**config.mk**
```make
export PLATFORM = sky130hd
export DESIGN_NAME = flash_page_prog
export DESIGN_NICKNAME = d
export VERILOG_FILES = /design/src/rtl/fpp_pkg.sv /design/src/rtl/fpp_settle_timer.sv /design/src/rtl/fpp_addr_seq.sv /design/src/rtl/fpp_poll_track.sv /design/src/rtl/flash_page_prog.sv
export SDC_FILE = /design/constraint.sdc
export NUM_CORES = 1
export LEC_CHECK = 0
export CORE_MARGIN = 1
export CORE_UTILIZATION = 50
export CTS_BUF_LIST = sky130_fd_sc_hd__clkbuf_8
export CTS_CLUSTER_DIAMETER = 200
export CTS_CLUSTER_SIZE = 24
export DETAILED_ROUTE_END_ITERATION = 7
export DONT_BUFFER_PORTS = 1
export PLACE_DENSITY = 0.7
export SYNTH_ARGS = -nofsm -noshare
export SYNTH_HDL_FRONTEND = slang
export SYNTH_SLANG_ARGS = --single-unit
export TNS_END_PERCENT = 10
```
**constraint.sdc**
```tcl
create_clock -name clk -period 10.9 [get_ports clk]
set_input_delay 2.725 -clock clk [delete_from_list [all_inputs] [get_ports clk]]
set_output_delay 2.725 -clock clk [all_outputs]
set_load 0.01 [all_outputs]
```
**src/rtl/fpp_pkg.sv**
```systemverilog
package fpp_pkg;

  typedef enum logic [1:0] {
    OP_READ   = 2'b00,
    OP_WRITE  = 2'b01,
    OP_VERIFY = 2'b10,
    OP_NONE   = 2'b11
  } op_e;

  typedef enum logic [3:0] {
    S_IDLE,
    S_WLOAD,
    S_WSETTLE,
    S_WSTROBE,
    S_PGAP,
    S_PREAD,
    S_RADDR,
    S_RREAD,
    S_DONE
  } st_e;

endpackage

```
**src/rtl/fpp_settle_timer.sv**
```systemverilog
module fpp_settle_timer #(
  parameter int CNT_W = 8
) (
  input  logic             clk,
  input  logic             rst_n,
  input  logic             load,
  input  logic [CNT_W-1:0] limit,
  output logic             expired
);

  logic [CNT_W-1:0] cnt_q, cnt_d;

  always_comb begin
    cnt_d = cnt_q;
    if (load)
      cnt_d = limit;
    else if (cnt_q != '0)
      cnt_d = cnt_q - {{(CNT_W-1){1'b0}}, 1'b1};
  end

  always_ff @(posedge clk or negedge rst_n) begin
    if (!rst_n) cnt_q <= '0;
    else        cnt_q <= cnt_d;
  end

  assign expired = (cnt_q == '0);

endmodule

```
**src/rtl/fpp_addr_seq.sv**
```systemverilog
module fpp_addr_seq #(
  parameter int ADDR_W = 15,
  parameter int LEN_W  = 16
) (
  input  logic              clk,
  input  logic              rst_n,
  input  logic              load,
  input  logic [ADDR_W-1:0] start_addr,
  input  logic [LEN_W-1:0]  start_len,
  input  logic              step,
  output logic [ADDR_W-1:0] addr,
  output logic              rem_one,
  output logic              rem_zero
);

  logic [ADDR_W-1:0] addr_q, addr_d;
  logic [LEN_W-1:0]  rem_q, rem_d;

  always_comb begin
    addr_d = addr_q;
    rem_d  = rem_q;
    if (load) begin
      addr_d = start_addr;
      rem_d  = start_len;
    end else if (step) begin
      addr_d = addr_q + {{(ADDR_W-1){1'b0}}, 1'b1};
      rem_d  = rem_q - {{(LEN_W-1){1'b0}}, 1'b1};
    end
  end

  always_ff @(posedge clk or negedge rst_n) begin
    if (!rst_n) begin
      addr_q <= '0;
      rem_q  <= '0;
    end else begin
      addr_q <= addr_d;
      rem_q  <= rem_d;
    end
  end

  assign addr     = addr_q;
  assign rem_one  = (rem_q == {{(LEN_W-1){1'b0}}, 1'b1});
  assign rem_zero = (rem_q == '0);

endmodule

```
**src/rtl/fpp_poll_track.sv**
```systemverilog
module fpp_poll_track #(
  parameter int LIM_W = 16
) (
  input  logic             clk,
  input  logic             rst_n,
  input  logic             clear,
  input  logic             sample,
  input  logic             want_bit,
  input  logic             got_bit,
  input  logic [LIM_W-1:0] limit,
  output logic             match,
  output logic             give_up
);

  logic [LIM_W-1:0] cnt_q, cnt_d;
  logic [LIM_W:0]   cnt_nx;

  assign match   = (want_bit == got_bit);
  assign cnt_nx  = {1'b0, cnt_q} + {{LIM_W{1'b0}}, 1'b1};
  assign give_up = !match && (cnt_nx >= {1'b0, limit});

  always_comb begin
    cnt_d = cnt_q;
    if (clear)
      cnt_d = '0;
    else if (sample && !match)
      cnt_d = cnt_nx[LIM_W-1:0];
  end

  always_ff @(posedge clk or negedge rst_n) begin
    if (!rst_n) cnt_q <= '0;
    else        cnt_q <= cnt_d;
  end

endmodule

```
**src/rtl/flash_page_prog.sv**
```systemverilog
module flash_page_prog
  import fpp_pkg::*;
#(
  parameter int ADDR_W   = 15,
  parameter int DATA_W   = 8,
  parameter int PAGE_W   = 6,
  parameter int SETTLE_W = 8,
  parameter int POLL_W   = 16
) (
  input  logic                clk,
  input  logic                rst_n,
  input  logic                req_valid,
  output logic                req_ready,
  input  logic [1:0]          req_op,
  input  logic [ADDR_W-1:0]   req_addr,
  input  logic [ADDR_W:0]     req_len,
  input  logic [SETTLE_W-1:0] settle_cyc,
  input  logic [POLL_W-1:0]   poll_limit,
  input  logic                in_valid,
  output logic                in_ready,
  input  logic [DATA_W-1:0]   in_data,
  output logic                out_valid,
  output logic [ADDR_W-1:0]   out_addr,
  output logic [DATA_W-1:0]   out_data,
  output logic [DATA_W-1:0]   out_expect,
  output logic                done,
  output logic                err_timeout,
  output logic                mismatch,
  output logic [ADDR_W-1:0]   first_bad_addr,
  output logic [ADDR_W-1:0]   fl_addr,
  output logic [DATA_W-1:0]   fl_dq_out,
  output logic                fl_dq_oe,
  input  logic [DATA_W-1:0]   fl_dq_in,
  output logic                fl_ce_n,
  output logic                fl_oe_n,
  output logic                fl_we_n
);

  localparam int LEN_W = ADDR_W + 1;

  // reset: asserted asynchronously, released on the clock
  logic [1:0] rs_q;
  logic       rst_i;

  always_ff @(posedge clk or negedge rst_n) begin
    if (!rst_n) rs_q <= 2'b00;
    else        rs_q <= {rs_q[0], 1'b1};
  end
  assign rst_i = rs_q[1];

  st_e               state_q, state_d;
  op_e               op_q;
  logic [DATA_W-1:0] data_q, exp_q;
  logic [ADDR_W-1:0] last_addr_q;

  logic              tmr_load, tmr_done;
  logic              seq_load, seq_step, rem_one, rem_zero;
  logic [ADDR_W-1:0] seq_addr;
  logic              poll_clr, poll_smp, poll_match, poll_fail;
  logic              accept, page_end, is_verify;

  assign accept    = (state_q == S_IDLE) && req_valid;
  assign page_end  = (seq_addr[PAGE_W-1:0] == {PAGE_W{1'b1}});
  assign is_verify = (op_q == OP_VERIFY);

  fpp_settle_timer #(.CNT_W(SETTLE_W)) u_timer (
    .clk     (clk),
    .rst_n   (rst_i),
    .load    (tmr_load),
    .limit   (settle_cyc),
    .expired (tmr_done)
  );

  fpp_addr_seq #(.ADDR_W(ADDR_W), .LEN_W(LEN_W)) u_seq (
    .clk        (clk),
    .rst_n      (rst_i),
    .load       (seq_load),
    .start_addr (req_addr),
    .start_len  (req_len),
    .step       (seq_step),
    .addr       (seq_addr),
    .rem_one    (rem_one),
    .rem_zero   (rem_zero)
  );

  fpp_poll_track #(.LIM_W(POLL_W)) u_poll (
    .clk      (clk),
    .rst_n    (rst_i),
    .clear    (poll_clr),
    .sample   (poll_smp),
    .want_bit (data_q[DATA_W-1]),
    .got_bit  (fl_dq_in[DATA_W-1]),
    .limit    (poll_limit),
    .match    (poll_match),
    .give_up  (poll_fail)
  );

  // next state and sequencing strobes
  always_comb begin
    state_d  = state_q;
    tmr_load = 1'b0;
    seq_load = 1'b0;
    seq_step = 1'b0;
    poll_clr = 1'b0;
    poll_smp = 1'b0;
    case (state_q)
      S_IDLE: begin
        if (req_valid) begin
          seq_load = 1'b1;
          poll_clr = 1'b1;
          if (op_e'(req_op) == OP_NONE || req_len == '0)
            state_d = S_DONE;
          else if (op_e'(req_op) == OP_WRITE)
            state_d = S_WLOAD;
          else
            state_d = S_RADDR;
        end
      end
      S_WLOAD: begin
        if (in_valid) begin
          tmr_load = 1'b1;
          state_d  = S_WSETTLE;
        end
      end
      S_WSETTLE: begin
        if (tmr_done) state_d = S_WSTROBE;
      end
      S_WSTROBE: begin
        seq_step = 1'b1;
        state_d  = (rem_one || page_end) ? S_PGAP : S_WLOAD;
      end
      S_PGAP: begin
        tmr_load = 1'b1;
        state_d  = S_PREAD;
      end
      S_PREAD: begin
        if (tmr_done) begin
          poll_smp = 1'b1;
          if (poll_match) begin
            poll_clr = 1'b1;
            state_d  = rem_zero ? S_DONE : S_WLOAD;
          end else if (poll_fail) begin
            state_d = S_DONE;
          end else begin
            state_d = S_PGAP;
          end
        end
      end
      S_RADDR: begin
        if (!is_verify || in_valid) begin
          tmr_load = 1'b1;
          state_d  = S_RREAD;
        end
      end
      S_RREAD: begin
        if (tmr_done) begin
          seq_step = 1'b1;
          state_d  = rem_one ? S_DONE : S_RADDR;
        end
      end
      S_DONE:  state_d = S_IDLE;
      default: state_d = S_IDLE;
    endcase
  end

  // registers
  always_ff @(posedge clk or negedge rst_i) begin
    if (!rst_i) begin
      state_q        <= S_IDLE;
      op_q           <= OP_READ;
      data_q         <= '0;
      exp_q          <= '0;
      last_addr_q    <= '0;
      out_valid      <= 1'b0;
      out_addr       <= '0;
      out_data       <= '0;
      out_expect     <= '0;
      err_timeout    <= 1'b0;
      mismatch       <= 1'b0;
      first_bad_addr <= '0;
    end else begin
      state_q   <= state_d;
      out_valid <= (state_q == S_RREAD) && tmr_done;
      if (accept) begin
        op_q           <= op_e'(req_op);
        err_timeout    <= 1'b0;
        mismatch       <= 1'b0;
        first_bad_addr <= '0;
      end
      if (state_q == S_WLOAD && in_valid)
        data_q <= in_data;
      if (state_q == S_WSTROBE)
        last_addr_q <= seq_addr;
      if (state_q == S_RADDR && is_verify && in_valid)
        exp_q <= in_data;
      if (state_q == S_PREAD && tmr_done && poll_fail)
        err_timeout <= 1'b1;
      if (state_q == S_RREAD && tmr_done) begin
        out_addr   <= seq_addr;
        out_data   <= fl_dq_in;
        out_expect <= exp_q;
        if (is_verify && fl_dq_in != exp_q) begin
          mismatch <= 1'b1;
          if (!mismatch) first_bad_addr <= seq_addr;
        end
      end
    end
  end

  // pin decode
  assign req_ready = (state_q == S_IDLE);
  assign in_ready  = (state_q == S_WLOAD) || (state_q == S_RADDR && is_verify);
  assign done      = (state_q == S_DONE);
  assign fl_ce_n   = (state_q == S_IDLE) || (state_q == S_DONE);
  assign fl_we_n   = (state_q != S_WSTROBE);
  assign fl_oe_n   = !((state_q == S_PREAD) || (state_q == S_RREAD));
  assign fl_dq_oe  = (state_q == S_WSETTLE) || (state_q == S_WSTROBE);
  assign fl_dq_out = data_q;
  assign fl_addr   = (state_q == S_PGAP || state_q == S_PREAD) ? last_addr_q : seq_addr;

endmodule

```
==> flow_summary.json <==
{
  "syn_inst": 777,
  "gp_congestion": 0.864,
  "crit_type": "reg -> out",
  "vias_per_cell": 6.05,
  "drtIter0Drc": 507,
  "netlist_area_sq_um": 7530,
  "synth_area_leaders": "dfrtp_1 48%, nand2_1 8.7%, mux2_2 8.4%, ha_1 3.5%, o21ai_0 3.3%",
  "power.density_nw_per_um2": 244,
  "antenna_found_initial": 0,
  "crit_start": "state_q[3]",
  "place_hpwl_um": 13400,
  "reg2reg_from": "u_poll.cnt_q[0]",
  "finalWirelength_um": 18700,
  "diodes": 0,
  "core_area_sq_um": 14600,
  "final_nets": 861,
  "yosys_warnings": 0,
  "min_period_over_period_pct": 44.1,
  "synth.most_common_cell": "nand2_1",
  "hold_buffers": 0,
  "dr.pass1.iters": 5,
  "grt-ovfl-total": 0,
  "synth_cell_types": 64,
  "drive_above_1_share_pct": 14.7,
  "post_cts.repair.setup_buffers": 0,
  "period_needed_ps": 4810,
  "slew_headroom_pct": 24.2,
  "cpMaxStageDelayCell": "dfrtp_1",
  "worst_setup_path_end_kind": "primary output",
  "ys.flop_type": "dfrtp_1",
  "skew_ps": 10.2,
  "synth_area_leader_cell": "dfrtp_1",
  "ys_seq_area_share_pct": 47.5,
  "cp_cell_sequence": "nand2b_1, nor2_1, buf_4, o21ai_0",
  "ios": 156,
  "dieArea_sq_um": 15600,
  "initial_core_util_pct": 51.6,
  "grt_pass1_vias": 5910,
  "clkSlewWorstSetupHoldPaths_ps": 90,
  "portBuffers": 0,
  "rows": 44,
  "hold_path_class": "reg -> reg",
  "fmax_mhz": 208,
  "clock_sinks": 143,
  "cts-root-buf": "clkbuf_8",
  "worst_pin_slew_ps": 1130,
  "grt_pass1_wl_um": 30500,
  "worstSkewPairLatency_ps": 460,
  "h-tree-depth": 4,
  "rr_worst_depth": 13,
  "hold_viol": 0,
  "synth_nets": 875,
  "p_leak_nw": 3.67,
  "drc": 0,
  "cp_max_fo": 16,
  "grt_max_degree": 81,
  "wl_per_cell_um": 19.5,
  "synth-seq-cells": 143,
  "avgSynthCellArea_sq_um": 9.69,
  "crit_path_start_kind": "flop",
  "design_power_total_mw": 1.96,
  "grt_setup_unrepaired": "no",
  "r2r_slack_ps": 7340,
  "track_usage_pct": 24.9,
  "synth_common_cells": "174 x nand2_1, 143 x dfrtp_1, 56 x mux2_2",
  "areaGrowthSynthToFinish_pct": 7.03,
  "critPathMaxStageDelay_ps": 620,
  "cts_buffers": 17,
  "cap_violations": 0,
  "dieWidth_um": 125,
  "fin_tns_setup_ps": 0,
  "slew_viol_final": 0,
  "crit_required_ps": 8180,
  "r2r-end": "state_q[2]",
  "ant_nets": 0,
  "vias": 5809,
  "synth-edff-count": 0,
  "cts.repair.resized": 0,
  "synth_top_area_share_pct": 47.5,
  "arrival_ps": 2080,
  "ir_drop_mv": 0.117,
  "ys_async_sr_fraction_pct": 100,
  "finalSetupViolCount": 0,
  "outcome": "completed",
  "die_h_um": 125,
  "ctsLongestPathBuffers": 2,
  "crit_end": "fl_addr[0]",
  "cts_tree": "yes"
}
-- worst min-delay path by stage --
stage | from | to | slack [ps] | cells after the start
floorplan | rs_q[0] | rs_q[1] | 330 | 0
global placement | rs_q[0] | rs_q[1] | 340 | 0
detailed placement | rs_q[0] | rs_q[1] | 350 | 0
CTS | rs_q[0] | rs_q[1] | 370 | 0
global route | rs_q[0] | rs_q[1] | 380 | 0
finish | rs_q[0] | rs_q[1] | 370 | 0
-- sequential cells by signal, indices dropped and copies added (netlist names), 8 cells and up --
register	cells
out_data	8
fl_dq_out	8
u_poll.cnt_q	16
out_expect	8
u_seq.rem_q	16
u_timer.cnt_q	8
first_bad_addr	15
out_addr	15
u_seq.addr	15
exp_q	8
last_addr_q	15
-- cells in the final DEF, fill, tap and decap left out, drive strengths merged, types with 2 or more instances in the layout --
cell      netlist  final
mux2           56     56
xnor2          17     17
nand2b         10     10
a21o            3      3
nand4           9      9
a21oi          18     18
and3            9      9
or4             4      4
nand3b          2      2
nor4           15     15
nor2b           3      3
bufinv          0      2
a31oi          11     11
buf            18      6
o221ai          2      2
o31ai           8      8
o211ai          4      4
nor3b           8      8
o21ai          63     63
a22o            7      7
nor2           28     28
nor3           11     11
and4            2      2
a311oi          2      2
dfrtp         143    143
clkbuf         21     18
inv            28     34
nand2         174    174
o311ai          8      8
and2            6      6
ha             21     21
clkinvlp        0      5
xor2           13     13
nand3          22     22
or3b            2      2
or3             4      4
a221o          10     10
-- area by class of cell --
cell class | count | area, sq um
Clock buffer | 18 | 248
Timing Repair Buffer | 6 | 45.0
Inverter | 28 | 105
Tap cell | 184 | 230
Sequential cell | 143 | 3580
Multi-Input combinational cell | 567 | 3690
Clock inverter | 14 | 156
Fill cell | 1256 | 6530
-- logic make-up (layout without fill, tap and decap cells) --
group                    Yosys count  in the layout  share of synthesized area, %
AND/OR/NAND/NOR                  313            313                          20.3
other                              1              1                        0.0498
buffers and inverters             67             66                          3.72
adder cells (fa/ha/maj)           21             21                          3.49
AO/OA/AOI/OAI                    146            146                          13.0
XOR/XNOR                          30             30                          3.49
multiplexers                      56             56                          8.37
flip-flops                       143            143                          47.5
-- layer usage --
| metal | part of all wire, % | global-route usage (%) |
|---|---|---|
| met1 | 42 | 31.7 |
| met2 | 47 | 39.7 |
| met3 | 8.7 | 8.25 |
| met4 | 1.6 | 8.15 |
| met5 | 0 | 0 |
-- per-stage QoR --
step | hold WS, ps | utilization [%] | area (sq um) | setup slack (ps) | std cells
2_1_floorplan | 331 | - | 7530 | 6450 | 777
3_3_place_gp | 342 | 52.5 | 7650 | 6370 | 928
3_5_place_dp | 352 | 52.5 | 7650 | 6290 | 928
4_1_cts | 372 | 55.2 | 8060 | 6090 | 960
5_1_grt | 378 | 55.2 | 8060 | 5950 | 960
6_report | 370 | 55.2 | 8060 | 6090 | 960
-- power breakdown --
group	switching (mW)	internal, mW
logic	0.333	0.294
registers	0.218	0.683
clock network	0.221	0.213
-- critical path, delay by kind of cell, from the launching register on --
kind	cells	cell delay [ps]
flip-flops	1	620
AO/OA/AOI/OAI	1	490
AND/OR/NAND/NOR	2	300
buffers and inverters	1	220
(Power assumes the default switching activity.)
